File: config.mk
export PLATFORM = sky130hd
export DESIGN_NAME = pt_walker
export DESIGN_NICKNAME = d
export VERILOG_FILES = /design/src/rtl/pt_walker_pkg.sv /design/src/rtl/pt_walker_addr.sv /design/src/rtl/pt_walker_leaf.sv /design/src/rtl/pt_walker.sv
export SDC_FILE = /design/constraint.sdc
export NUM_CORES = 1
export LEC_CHECK = 0
export ABC_AREA = 1
export BUFFER_PORTS_ARGS = -buffer_cell sky130_fd_sc_hd__buf_4
export CAP_MARGIN = 20
export CORE_AREA = 3 3 173 175
export DETAILED_ROUTE_END_ITERATION = 8
export DIE_AREA = 0 0 176 178
export GPL_TIMING_DRIVEN = 0
export HOLD_SLACK_MARGIN = 0.02
export PLACE_DENSITY = 0.56
export SLEW_MARGIN = 15
export SYNTH_ARGS = -nofsm -noshare
export SYNTH_HDL_FRONTEND = slang
export SYNTH_SLANG_ARGS = --single-unit
File: constraint.sdc
create_clock -name clk_i -period 3.48 [get_ports clk_i]
set_input_delay 0.174 -clock clk_i [delete_from_list [all_inputs] [get_ports clk_i]]
set_output_delay 0.174 -clock clk_i [all_outputs]
set_load 0.1 [all_outputs]
File: src/rtl/pt_walker_pkg.sv
package pt_walker_pkg;
  typedef enum logic [2:0] {
    ST_IDLE,
    ST_RD_REQ,
    ST_RD_WAIT,
    ST_WR,
    ST_DONE
  } walk_state_e;

  localparam logic [1:0] ACC_READ  = 2'd0;
  localparam logic [1:0] ACC_WRITE = 2'd1;
  localparam logic [1:0] ACC_EXEC  = 2'd2;

  localparam logic [1:0] CAUSE_NONE        = 2'd0;
  localparam logic [1:0] CAUSE_NOT_PRESENT = 2'd1;
  localparam logic [1:0] CAUSE_PROT        = 2'd2;

  localparam int PTE_W  = 64;
  localparam int BIT_P  = 0;
  localparam int BIT_W  = 1;
  localparam int BIT_A  = 5;
  localparam int BIT_D  = 6;
  localparam int BIT_NX = 63;
endpackage

File: src/rtl/pt_walker_addr.sv
module pt_walker_addr #(
  parameter int PPN_W  = 40,
  parameter int LEVELS = 4,
  parameter int IDX_W  = 9,
  parameter int VPN_W  = LEVELS * IDX_W,
  parameter int LVL_W  = $clog2(LEVELS)
) (
  input  logic [PPN_W-1:0]         tbl_ppn_i,
  input  logic [VPN_W-1:0]         vpn_i,
  input  logic [LVL_W-1:0]         level_i,
  output logic [PPN_W+IDX_W+2:0]   entry_addr_o
);
  logic [IDX_W-1:0] idx [LEVELS];

  // level 0 takes the most significant slice
  for (genvar l = 0; l < LEVELS; l++) begin : g_slice
    assign idx[l] = vpn_i[(LEVELS-1-l)*IDX_W +: IDX_W];
  end

  // table base is page aligned and a table fills one page: concatenate, no adder
  assign entry_addr_o = {tbl_ppn_i, idx[level_i], 3'b000};
endmodule

File: src/rtl/pt_walker_leaf.sv
module pt_walker_leaf
  import pt_walker_pkg::*;
(
  input  logic [PTE_W-1:0] pte_i,
  input  logic [1:0]       acc_i,
  output logic             prot_fault_o,
  output logic [PTE_W-1:0] pte_upd_o,
  output logic             changed_o
);
  always_comb begin
    prot_fault_o = ((acc_i == ACC_WRITE) && !pte_i[BIT_W]) ||
                   ((acc_i == ACC_EXEC)  &&  pte_i[BIT_NX]);
    pte_upd_o = pte_i;
    pte_upd_o[BIT_A] = 1'b1;
    if (acc_i == ACC_WRITE) pte_upd_o[BIT_D] = 1'b1;
    changed_o = (pte_upd_o != pte_i);
  end
endmodule

File: src/rtl/pt_walker.sv
module pt_walker
  import pt_walker_pkg::*;
#(
  parameter int VA_W   = 48,
  parameter int PA_W   = 52,
  parameter int LEVELS = 4,
  parameter int IDX_W  = 9,
  localparam int PG_W  = IDX_W + 3,
  localparam int PPN_W = PA_W - PG_W,
  localparam int VPN_W = VA_W - PG_W,
  localparam int LVL_W = $clog2(LEVELS)
) (
  input  logic              clk_i,
  input  logic              rst_ni,
  input  logic              req_valid_i,
  output logic              req_ready_o,
  input  logic [VA_W-1:0]   req_va_i,
  input  logic [1:0]        req_acc_i,
  input  logic [PPN_W-1:0]  root_ppn_i,
  output logic              mem_rd_valid_o,
  input  logic              mem_rd_ready_i,
  output logic [PA_W-1:0]   mem_rd_addr_o,
  input  logic              mem_rsp_valid_i,
  input  logic [63:0]       mem_rsp_data_i,
  output logic              mem_wr_valid_o,
  input  logic              mem_wr_ready_i,
  output logic [PA_W-1:0]   mem_wr_addr_o,
  output logic [63:0]       mem_wr_data_o,
  output logic              resp_valid_o,
  output logic [63:0]       resp_pte_o,
  output logic              resp_fault_o,
  output logic [1:0]        resp_cause_o,
  output logic [VA_W-1:0]   fault_va_o
);
  localparam logic [LVL_W-1:0] LAST_LVL = LVL_W'(LEVELS - 1);

  walk_state_e      state_q;
  logic [LVL_W-1:0] level_q;
  logic [PPN_W-1:0] ppn_q;
  logic [VA_W-1:0]  va_q;
  logic [1:0]       acc_q;
  logic [63:0]      pte_q;
  logic             fault_q;
  logic [1:0]       cause_q;
  logic [VA_W-1:0]  fault_va_q;

  logic [PA_W-1:0]  entry_addr;
  logic             leaf_prot;
  logic [63:0]      leaf_upd;
  logic             leaf_chg;

  pt_walker_addr #(
    .PPN_W (PPN_W),
    .LEVELS(LEVELS),
    .IDX_W (IDX_W),
    .VPN_W (VPN_W),
    .LVL_W (LVL_W)
  ) u_addr (
    .tbl_ppn_i   (ppn_q),
    .vpn_i       (va_q[VA_W-1:PG_W]),
    .level_i     (level_q),
    .entry_addr_o(entry_addr)
  );

  // evaluated straight off the response so the leaf decision costs no extra cycle
  pt_walker_leaf u_leaf (
    .pte_i       (mem_rsp_data_i),
    .acc_i       (acc_q),
    .prot_fault_o(leaf_prot),
    .pte_upd_o   (leaf_upd),
    .changed_o   (leaf_chg)
  );

  always_ff @(posedge clk_i or negedge rst_ni) begin
    if (!rst_ni) begin
      state_q    <= ST_IDLE;
      level_q    <= '0;
      ppn_q      <= '0;
      va_q       <= '0;
      acc_q      <= ACC_READ;
      pte_q      <= '0;
      fault_q    <= 1'b0;
      cause_q    <= CAUSE_NONE;
      fault_va_q <= '0;
    end else begin
      unique case (state_q)
        ST_IDLE: begin
          if (req_valid_i) begin
            va_q    <= req_va_i;
            acc_q   <= req_acc_i;
            ppn_q   <= root_ppn_i;
            level_q <= '0;
            fault_q <= 1'b0;
            cause_q <= CAUSE_NONE;
            state_q <= ST_RD_REQ;
          end
        end
        ST_RD_REQ: begin
          if (mem_rd_ready_i) state_q <= ST_RD_WAIT;
        end
        ST_RD_WAIT: begin
          if (mem_rsp_valid_i) begin
            pte_q <= mem_rsp_data_i;
            if (!mem_rsp_data_i[BIT_P]) begin
              fault_q    <= 1'b1;
              cause_q    <= CAUSE_NOT_PRESENT;
              fault_va_q <= va_q;
              state_q    <= ST_DONE;
            end else if (level_q != LAST_LVL) begin
              ppn_q   <= mem_rsp_data_i[PA_W-1:PG_W];
              level_q <= level_q + 1'b1;
              state_q <= ST_RD_REQ;
            end else if (leaf_prot) begin
              fault_q    <= 1'b1;
              cause_q    <= CAUSE_PROT;
              fault_va_q <= va_q;
              state_q    <= ST_DONE;
            end else begin
              pte_q   <= leaf_upd;
              state_q <= leaf_chg ? ST_WR : ST_DONE;
            end
          end
        end
        ST_WR: begin
          if (mem_wr_ready_i) state_q <= ST_DONE;
        end
        ST_DONE: state_q <= ST_IDLE;
        default: state_q <= ST_IDLE;
      endcase
    end
  end

  assign req_ready_o    = (state_q == ST_IDLE);
  assign mem_rd_valid_o = (state_q == ST_RD_REQ);
  assign mem_rd_addr_o  = entry_addr;
  // level and table base still point at the leaf entry
  assign mem_wr_valid_o = (state_q == ST_WR);
  assign mem_wr_addr_o  = entry_addr;
  assign mem_wr_data_o  = pte_q;
  assign resp_valid_o   = (state_q == ST_DONE);
  assign resp_pte_o     = pte_q;
  assign resp_fault_o   = fault_q;
  assign resp_cause_o   = cause_q;
  assign fault_va_o     = fault_va_q;
endmodule

### Word level (Yosys, flattened, before mapping)

Cells that the tools add are included.

* bits in registers: 210
* bits of input ports: 160
* output and inout port bits: 287

* $add $sub $neg: 1
* $lt $le $gt $ge: 1
* equal/unequal tests: 18
* multiplexer cells: 40
* bitwise operators: 1
* reductions and logical operators: 12

Operators with widths (number)
* 2-to-1 mux 40 bit: 4
* 2-to-1 mux 48 bit: 3
* one-hot mux 40 bit (2 select lines): 1
* 2-to-1 mux 3 bit: 8
* 2-to-1 mux 7 bit: 3
* binary-select mux 9 bit (select 2 bit): 1
* 2-to-1 mux 9 bit: 2
* 2-to-1 mux 2 bit: 8
* inequality test 2 bit (second input constant): 6
* one-hot mux 3 bit (4 select lines): 1
* AND reduction 5 bit: 2
* one-hot mux 2 bit (2 select lines): 2
* AND reduction 4 bit: 2
* equality test 3 x 2 -> 1 bit (second input constant): 2
* 2-to-1 mux 1 bit: 6
* inequality test 2 x 1 -> 1 bit (second input constant): 3
* inequality test 3 bit (second input constant): 2
* AND reduction 2 bit: 2
* equality test 3 x 1 -> 1 bit (second input constant): 1
* equality test 3 bit (second input constant): 1
* >= comparator 3 bit (second input constant): 1
* logical NOT 3 bit: 1
* inverter 2 -> 3 bit: 1
* adder 2 x 1 -> 2 bit (second input constant): 1
* other kinds (8): 9

### Logic depth before layout (Yosys ltp)

Gate-level depths: netlist (run 1).

* word-level depth: 9
* depth in mapped cells: 10
* mapped depth without buffers: 8

### Hierarchy

From an unflattened synthesis (run 1), not the netlist that was laid out.

* cells, all modules: 1466
* area, all modules: 11511.0 sq um

Modules (own cells, without submodules)
* pt_walker: times used 1, cells an instance 1243, area an instance 10169.8 sq um, seq. area each 5255.0 sq um
* pt_walker_addr: times used 1, cells an instance 149, area an instance 818.3 sq um, seq. area each 0.0 sq um
* pt_walker_leaf: times used 1, cells an instance 74, area an instance 523.0 sq um, seq. area each 0.0 sq um

### Worst setup path before layout (run 1)

Ideal clock, no wire load.

* path type: flip-flop to output port
* from: reg level_q[0]
* to: out mem_wr_addr_o[10]
* arrival: 3.222 ns
* slack: 0.084 ns
* stages on the path, launching flop included: 8
* buffers on the path: 4
* cells stage by stage: dfrtp_1 -> clkbuf_1 -> inv_1 -> clkbuf_1 -> clkbuf_1 -> nand2_1 -> a21oi_1 -> buf_4

* cells in the longest elaborated chain, start to end: 4

RTL lines
* start: declaration: RTL line pt_walker.sv:38 `logic [LVL_W-1:0] level_q;`
* start signal: assignment: RTL line pt_walker.sv:111 `level_q <= level_q + 1'b1;`
* inverter 2 -> 3 bit (not written as such): RTL line pt_walker_addr.sv:21 `assign entry_addr_o = {tbl_ppn_i, idx[level_i], 3'b000};`
* binary-select mux 9 bit (select 2 bit): RTL line pt_walker_addr.sv:21
* 2-to-1 mux 9 bit (not written as such) (2 in a row): RTL line pt_walker_addr.sv:21
* end: declaration: RTL line pt_walker.sv:27 `output logic [PA_W-1:0] mem_wr_addr_o,`

Every way passes these cells. The select of a mux whose other input is x is not followed.

### Worst setup path in the final report (run 1)

* from: reg level_q[0]
* to: out mem_wr_addr_o[6]

Same word-level chain as after synthesis.

==> results.yml, run 1 <==
clocking:
  tritoncts: "yes"
  cts.sinks: 210
  cts_buffers: 24
  clock_latency_ns: 0.52
  root_buffer: "clkbuf_16"
  cts_max_level: 1
  cts_resized: 0
  clkSlewWorstSetupHoldPaths_ns: 0.06
  cts_buffer_depth: 3
  cts_setup_buffers: 0
  postCtsHoldBufs: 157
route:
  finalWirelength_um: 36800
  routedWlPerCell_um: 17.63
  first_pass_iters: 5
  drt_iter0_markers: 551
  vias_per_cell: 4.430
  drc: 0
  ant_nets: 0
  dr_total_vias: 9250
placement:
  place_area_um2: 13330
  place.gp.congestion: 0.8253
  io_buffers: 440
  dp_hpwl_um: 28000
synthesis:
  synth_seq_area_share_pct: 55.51
  synth_edf_count: 0
  synth_ff_type: "dfrtp_1"
  ys_warn_count: 0
  synth-seq-cells: 210
  synth_most_common_cell: "nand2_1"
  syn_avg_cell_area_um2: 8.982
  ys_types: 25
  yosys.area.top_type: "dfrtp_1"
  synth.cell_area_um2: 9467
  yosys.area.top_type_share_pct: 55.51
  async_flop_share_pct: 100.0
  synth_common_cells: "305 x nand2_1, 210 x dfrtp_1, 119 x buf_4, 80 x a21oi_1, 64 x inv_1"
  syn_inst: 1054
  yosys-top-cells-area: "dfrtp_1 56%, nand2_1 12%, buf_4 9.4%"
layout:
  fillerInstances: 2642
  fin_util_pct: 54.98
  design_area_um2: 15740
  syn_to_final_growth_pct: 66.24
  final_nets: 1845
  drive_gt1_share_pct: 37.25
global_route:
  grt_overflow: 0
  grt_max_degree: 99
  grt_pass1_wl_um: 55320
  grt_use_total_pct: 22.67
  grt_pass1_vias: 9310
  antenna_found_initial: 3
sta:
  tns_ns: 0
  timing.final.hold_violations: 0
  fmax_mhz: 316.7
  maxSlewViolCount: 0
  finalCriticalPeriod_ns: 3.158
  fin_crit_sh_pct: 90.74
  relSlewSlack_pct: 62.87
  rsz0062_at_grt: "no"
  tightestPinTransition_ns: 0.5569
  finClkSkew_ns: 0.01079
  setup_viol: 0
die:
  io_pins: 447
  dieArea_um2: 31330
  dieWidth_um: 176
  design.core.area_um2: 28630
  rows: 62
  start_util_pct: 33.07
  die-height_um: 178
critical_path:
  start_kind: "flop"
  r2r_end: "fault_va_o[29]"
  crit_start: "level_q[0]"
  reg2reg_depth: 10
  r2r-start: "state_q[2]"
  crit_path_max_fanout: 10
  critPathKind: "reg2out"
  crit_end: "mem_wr_addr_o[6]"
  max_stage_delay_ns: 0.48
  slowest_stage: "clkbuf_1"
  cpMostUsedCell: "clkbuf_1"
  crit_chain: "clkbuf_1 -> inv_1 -> clkbuf_1 -> clkbuf_1 -> nand2_1 -> a21oi_1 -> buf_4 -> buf_4"
  regToRegSetupSlack_ns: 1.54
  crit_required_ns: 3.31
  cp.arrival_ns: 2.98
  cp-end-kind: "output pin"
run_status:
  status: "completed"
run:
  cap_viol_max_count: 0
min_path:
  hp-class: "in2reg"
how the worst min path moves through the flow:
stage,startpoint,depth (start not counted),slack [ns],endpoint
after floorplan,rst_ni,0,-0.12,acc_q[0]
after global placement,mem_rsp_data_i[8],3,0.37,mem_wr_data_o[8]
after detailed placement,rst_ni,1,0.07,fault_va_o[10]
after CTS,mem_rsp_valid_i,5,0.02,state_q[1]
after global routing,mem_rsp_valid_i,5,0.04,state_q[1]
final,mem_rsp_valid_i,5,0.04,state_q[1]
state kept, by name, summed over array words and instances, names as in the netlist:
name / count
mem_wr_data_o: 64
fault_va_o: 48
va_q: 48
ppn_q: 40
state_q: 3
acc_q: 2
level_q: 2
resp_cause_o: 2
resp_fault_o: 1
layout make-up:
type                            instances  area (um^2)  share of cell area, %
Sequential cell                       210         5255                  33.39
Timing Repair Buffer                  599         4937                  31.37
Multi-Input combinational cell        612         2856                  18.15
Buffer                                171         1124                  7.139
Clock buffer                           38        774.5                  4.921
Tap cell                              384        480.5                  3.053
Inverter                               66        250.2                  1.590
Clock inverter                          6        55.05                 0.3498
Antenna cell                            2        5.005                0.03180
worst max-delay path: cells and delay by family, from the launching register on:
kind | cells | cell delay, ns
AOI/OAI and AO/OA | 1 | 0.35
buffers and inverters | 6 | 1.64
DFF | 1 | 0.39
and+or+nand+nor | 1 | 0.10
cells in the final DEF (no fill, tap or decap), drive strengths merged:
cell and n:
a2bb2oi 1, or2 3, nand3 11, bufinv 1, buf 584, ha 1
clkinv 5, inv 66, a21oi 80, nor2 57, nand2 307, clkbuf 67
mux2i 40, nor3 2, dfrtp 210, a21boi 1, diode 2, conb 6
dlygate4sd3 157, o21ai 103
metal layers:
layer	vias to the layer above	part of all wire (%)	track usage, %
met5	-	0.035	0
met4	2	2.6	5.873
met2	317	51	40.40
met3	49	7.0	5.321
met1	4406	40	27.68
li1	4476	-	-
kinds of logic (layout without fill, tap and decap cells):
logic type / count (synthesis) / count (layout) / share of synthesized area, %
buf+inv: 237 / 880 / 14.51
compound gates: 185 / 185 / 9.847
other cells: 1 / 8 / 0.03961
flops: 210 / 210 / 55.51
mux: 40 / 40 / 4.229
fa+ha+maj: 1 / 1 / 0.1321
simple gates: 380 / 380 / 15.73
metrics by stage:
stage          instances  hold slack [ns]  setup WS (ns)
2_1_floorplan       1059          -0.1216        0.08407
3_3_place_gp        1883           0.3690         0.5757
3_5_place_dp        1885          0.07486         0.8449
4_1_cts             2086          0.02354         0.2781
5_1_grt             2088          0.04267         0.1187
6_report            2088          0.04119         0.3222
Power of run 1 is not shown: default switching activity piles up to over one toggle a cycle in this logic, so the estimate is an artifact.
==> inputs of run 2 (changes only) <==
--- a/config.mk
+++ b/config.mk
@@ -8,12 +8,14 @@
 export ABC_AREA = 1
 export BUFFER_PORTS_ARGS = -buffer_cell sky130_fd_sc_hd__buf_4
 export CAP_MARGIN = 20
-export CORE_AREA = 3 3 173 175
+export CELL_PAD_IN_SITES_DETAIL_PLACEMENT = 1
+export CELL_PAD_IN_SITES_GLOBAL_PLACEMENT = 1
+export CORE_AREA = 3 3 172 174
 export DETAILED_ROUTE_END_ITERATION = 8
-export DIE_AREA = 0 0 176 178
+export DIE_AREA = 0 0 175 177
 export GPL_TIMING_DRIVEN = 0
 export HOLD_SLACK_MARGIN = 0.02
-export PLACE_DENSITY = 0.56
+export PLACE_DENSITY = 0.76
 export SLEW_MARGIN = 15
 export SYNTH_ARGS = -nofsm -noshare
 export SYNTH_HDL_FRONTEND = slang
==> run 2 against run 1 <==
Against the previous run: global-route usage increased by 6.8 points; utilization increased by 1.4 points; critical path depth unchanged; count of clock-buffer cells in the layout decreased by 8; design area increased by 0.13%; first-iteration DRC count decreased by 11%; via count increased by 8.3%.
==> results.yml, run 2 (synthesis results as in run 1) <==
route:
  drc: 0
  routedWlPerCell_um: 22.61
  dr_total_vias: 10020
  finalWirelength_um: 47170
  ant_nets: 0
  vias_per_cell: 4.801
  drt_iter0_markers: 488
  first_pass_iters: 4
min_path:
  hp-class: "in2reg"
  min_delay_path_depth: 5
layout:
  fin_util_pct: 56.41
  design_area_um2: 15760
  multi_input_comb_area_um2: 2856
  fillerInstances: 3214
  seqCellArea_um2: 5255
  syn_to_final_growth_pct: 66.46
  largest_reg_flops: 64
  final_nets: 1845
  drive_gt1_share_pct: 37.33
  final_common_cell: "buf_4"
  mostFrequentLayoutCells: "558 x buf_4, 305 x nand2_1, 210 x dfrtp_1, 156 x dlygate4sd3_1, 80 x a21oi_1"
critical_path:
  path_depth: 8
  cp.arrival_ns: 3.08
  max_stage_delay_ns: 0.47
  regToRegSetupSlack_ns: 1.45
  crit_chain: "clkbuf_1 -> inv_1 -> clkbuf_1 -> clkbuf_1 -> nand2_1 -> a21oi_1 -> buf_4 -> buf_4"
  r2r-start: "state_q[0]"
  crit_start: "level_q[0]"
  critPathKind: "reg2out"
  slowest_stage: "clkbuf_1"
  cp-end-kind: "output pin"
  cpMostUsedCell: "clkbuf_1"
  reg2reg_depth: 10
  worst-path-buf-inv: 6
  crit_end: "mem_wr_addr_o[4]"
  crit_family: "buffers and inverters"
  start_kind: "flop"
  crit_required_ns: 3.31
  crit_path_max_fanout: 10
  r2r_end: "ppn_q[19]"
clocking:
  clock_latency_ns: 0.54
  cts_resized: 0
  root_buffer: "clkbuf_16"
  tritoncts: "yes"
  cts_buffer_depth: 3
  cts.sinks: 210
  cts_max_level: 1
  postCtsHoldBufs: 156
  cts_buffers: 25
  cts_setup_buffers: 0
  clkSlewWorstSetupHoldPaths_ns: 0.07
die:
  die-height_um: 177
  start_util_pct: 33.89
  design.core.area_um2: 27930
  rows: 61
  io_pins: 447
  dieArea_um2: 30980
  dieWidth_um: 175
global_route:
  antenna_found_initial: 6
  grt_overflow: 0
  grt_use_total_pct: 29.43
  grt_max_degree: 95
  grt_pass1_wl_um: 70190
  grt_pass1_vias: 11170
sta:
  setup_viol: 0
  finalCriticalPeriod_ns: 3.252
  rsz0062_at_grt: "no"
  relSlewSlack_pct: 59.69
  fin_crit_sh_pct: 93.45
  tightestPinTransition_ns: 0.6047
  finClkSkew_ns: 0.02896
  fmax_mhz: 307.5
  timing.final.hold_violations: 0
  tns_ns: 0
  maxSlewViolCount: 0
placement:
  place_area_um2: 13320
  place.gp.congestion: 0.8488
  dp_hpwl_um: 31250
  io_buffers: 440
run:
  cap_viol_max_count: 0
run_status:
  status: "completed"
## run 2: changes by cell type in the layout (fill, tap and decap cells not counted)
cell	before	now
clkinvlp_4	0	1
clkinv_4	0	1
dlygate4sd3_1	157	156
clkinv_2	5	7
inv_6	0	1
clkbuf_1	32	31
bufinv_16	1	4
diode_2	2	7
clkbuf_8	10	3
## run 2: worst min path at each step
| stage | startpoint | endpoint | slack (ns) |
|---|---|---|---|
| 6_report | mem_rsp_valid_i | state_q[1] | 0.05 |
| 4_1_cts | mem_rd_ready_i | state_q[0] | 0.02 |
| 5_1_grt | mem_rd_ready_i | state_q[0] | 0.06 |
| 2_1_floorplan | rst_ni | acc_q[0] | -0.12 |
| 3_5_place_dp | rst_ni | fault_va_o[10] | 0.06 |
| 3_3_place_gp | mem_rsp_data_i[8] | mem_wr_data_o[8] | 0.37 |
## run 2: layer usage
metal	share of wire [%]	vias up	global-route usage, %
met2	53	415	54.70
li1	-	4470	-
met5	0	-	0
met1	36	5009	32.40
met4	4.6	0	12.57
met3	6.0	121	6.328
## run 2: tightest hold or removal path: stages
cell and delay (ns):
buf_4 0.10, or2_2 0.11, nand2_1 0.04, inv_1 0.05, nand2_1 0.05
## run 2: final cells by class
type,instances,area share (%)
repair buffers,598,31.27
clock buffers,30,4.280
inverters,66,1.588
well taps,378,3.001
flip-flops and latches,210,33.35
clock inverters,14,1.143
multi-input cells,612,18.13
diodes,7,0.1112
plain buffers,171,7.130
## run 2: stage by stage
step	setup WS [ns]	hold WS, ns	instances
final	0.2281	0.04588	2086
after global routing	0.004308	0.06195	2085
after CTS	0.1755	0.02414	2079
after detailed placement	0.7595	0.06197	1879
after global placement	0.5877	0.3699	1877
after floorplan	0.08407	-0.1216	1059
Power of run 2 is left out for the same reason.
==> inputs of run 3 (changes only) <==
--- a/config.mk
+++ b/config.mk
@@ -5,17 +5,17 @@
 export SDC_FILE = /design/constraint.sdc
 export NUM_CORES = 1
 export LEC_CHECK = 0
-export ABC_AREA = 1
+export ABC_CLOCK_PERIOD_IN_PS = 3480
 export BUFFER_PORTS_ARGS = -buffer_cell sky130_fd_sc_hd__buf_4
 export CAP_MARGIN = 20
 export CELL_PAD_IN_SITES_DETAIL_PLACEMENT = 1
 export CELL_PAD_IN_SITES_GLOBAL_PLACEMENT = 1
-export CORE_AREA = 3 3 172 174
+export CORE_AREA = 3 3 170 172
 export DETAILED_ROUTE_END_ITERATION = 8
-export DIE_AREA = 0 0 175 177
+export DIE_AREA = 0 0 173 175
 export GPL_TIMING_DRIVEN = 0
 export HOLD_SLACK_MARGIN = 0.02
-export PLACE_DENSITY = 0.76
+export PLACE_DENSITY = 0.73
 export SLEW_MARGIN = 15
 export SYNTH_ARGS = -nofsm -noshare
 export SYNTH_HDL_FRONTEND = slang
==> run 3 against run 2 <==
Against the previous run: design area fell by 0.33%; sequential share of layout area rose by 0.11 points; register-to-register slack got worse by 0.49 ns; worst hold slack improved by 0.027 ns; highest routed layer unchanged.
==> results.yml, run 3 <==
sta:
  rsz0062_at_grt: "no"
  maxSlewViolCount: 0
  finClkSkew_ns: 0.007886
  fmax_mhz: 356.2
  finalCriticalPeriod_ns: 2.807
  relSlewSlack_pct: 40.55
  fin_crit_sh_pct: 80.67
  tightestPinTransition_ns: 0.8917
  tns_ns: 0
  hold_ws_ns: 0.07331
  layout_setup_ws_ns: 0.6727
  timing.final.hold_violations: 0
  setup_viol: 0
synthesis:
  syn_avg_cell_area_um2: 13.35
  synth_mux_area_share_pct: 25.93
  syn_inst: 713
  yosys.area.top_type: "dfrtp_1"
  synth_fa_ha_area_share_pct: 0.1314
  synth_common_cells: "210 x dfrtp_1, 151 x mux2_2, 119 x buf_4, 49 x nand2_1"
  synth_top_family_by_area: "multiplexers"
  synth_ff_type: "dfrtp_1"
  synth_seq_area_share_pct: 55.21
  synth_edf_count: 0
  ys_warn_count: 0
  synth_most_common_cell: "dfrtp_1"
  synth_compound_area_share_pct: 3.654
  synth.cell_area_um2: 9519
  synth-simple-area-share_pct: 3.509
  async_flop_share_pct: 100.0
  yosys-top-cells-area: "dfrtp_1 55%, mux2_2 18%, buf_4 9.4%"
  yosys.area.top_type_share_pct: 55.21
  synth-xor-area-share_pct: 0
  synth-seq-cells: 210
  ys_types: 38
layout:
  design_area_um2: 15710
  largest_reg_flops: 64
  syn_to_final_growth_pct: 64.98
  mostFrequentLayoutCells: "558 x buf_4, 210 x dfrtp_1, 155 x dlygate4sd3_1, 151 x mux2_2, 49 x nand2_1"
  final_nets: 1503
  final_common_cell: "buf_4"
  drive_gt1_share_pct: 58.91
route:
  drc: 0
  ant_nets: 0
  vias_per_cell: 4.661
  drt_iter0_markers: 375
  finalWirelength_um: 38270
  first_pass_iters: 4
  dr_total_vias: 8101
  routedWlPerCell_um: 22.02
clocking:
  cts_buffers: 25
  postCtsHoldBufs: 155
  root_buffer: "clkbuf_16"
  cts.sinks: 210
  clkSlewWorstSetupHoldPaths_ns: 0.05
  tritoncts: "yes"
  cts_buffer_depth: 3
  cts_setup_buffers: 0
  clock_latency_ns: 0.51
  cts_resized: 0
  cts_max_level: 1
die:
  design.core.area_um2: 27630
  start_util_pct: 34.45
  io_pins: 447
  dieArea_um2: 30280
  dieWidth_um: 173
  die-height_um: 175
  rows: 61
placement:
  dp_hpwl_um: 26240
  io_buffers: 440
  place.gp.congestion: 0.7993
  place_area_um2: 13380
  place_ws_ns: 0.9532
min_path:
  hp-class: "in2reg"
global_route:
  antenna_found_initial: 1
  grt_pass1_wl_um: 57550
  grt_use_met2_pct: 43.47
  grt_most_used_layer: "met2"
  grt_overflow: 0
  grt_use_total_pct: 24.42
  grt_max_degree: 104
  met3_usage_pct: 4.563
  use_met1_pct: 29.46
  grt_pass1_vias: 9148
critical_path:
  cp-end-kind: "output pin"
  crit_path_max_fanout: 10
  cp.arrival_ns: 2.63
  start_kind: "flop"
  critPathKind: "reg2out"
  crit_required_ns: 3.31
run:
  cap_viol_max_count: 0
run_status:
  status: "completed"
## run 3: through the flow
stage	cells	utilization, %
floorplan	718	-
global placement	1536	48.19
detailed placement	1538	48.42
CTS	1736	56.82
global route	1737	56.83
finish	1738	56.84
## run 3: cell families (layout without fill, tap and decap cells)
kind of cell	Yosys count	count (layout)
AOI/OAI and AO/OA	60	60
adders and majority gates	1	1
DFF	210	210
and+or+nand+nor	70	70
other	1	8
buffers and inverters	159	799
muxes	212	212
## run 3: worst max-delay path, cell delays in order, from the launching register on
cell	delay [ns]
dfrtp_1	0.40
buf_1	0.69
mux4_2	0.65
buf_4	0.15
buf_4	0.22
## run 3: cell type report
type                    instances  area (um^2)
flip-flops and latches        210         5255
plain buffers                 156         1086
well taps                     378        473.0
fillers                      2901        11920
diodes                          2        5.005
clock buffers                  34        699.4
repair buffers                597         4917
inverters                       3        11.26
clock inverters                 9        72.57
multi-input cells             349         3186
## run 3: path summary, 6_finish.rpt
check / end / slack (ns) / cells after the start / start
worst min-delay path: mem_wr_data_o[6] / 0.07 / 3 / mem_rsp_valid_i
max in group asynchronous: va_q[22] / 2.64 / 3 / rst_ni
worst max-delay path: mem_wr_addr_o[10] / 0.67 / 4 / level_q[0]
min in group asynchronous: mem_wr_data_o[3] / 0.09 / 2 / rst_ni
worst max register to register: mem_wr_data_o[54] / 0.96 / 5 / state_q[2]
worst min register to register: fault_va_o[21] / 0.51 / 1 / fault_va_o[21]
## run 3: layer usage
layer	vias to the layer above	routed length (um)	part of all wire [%]
met3	85	2001	5.2
met5	-	0	0
met4	0	1478	3.9
li1	3593	-	-
met2	322	19810	52
met1	4101	14980	39
Power of run 3 is left out for the same reason.
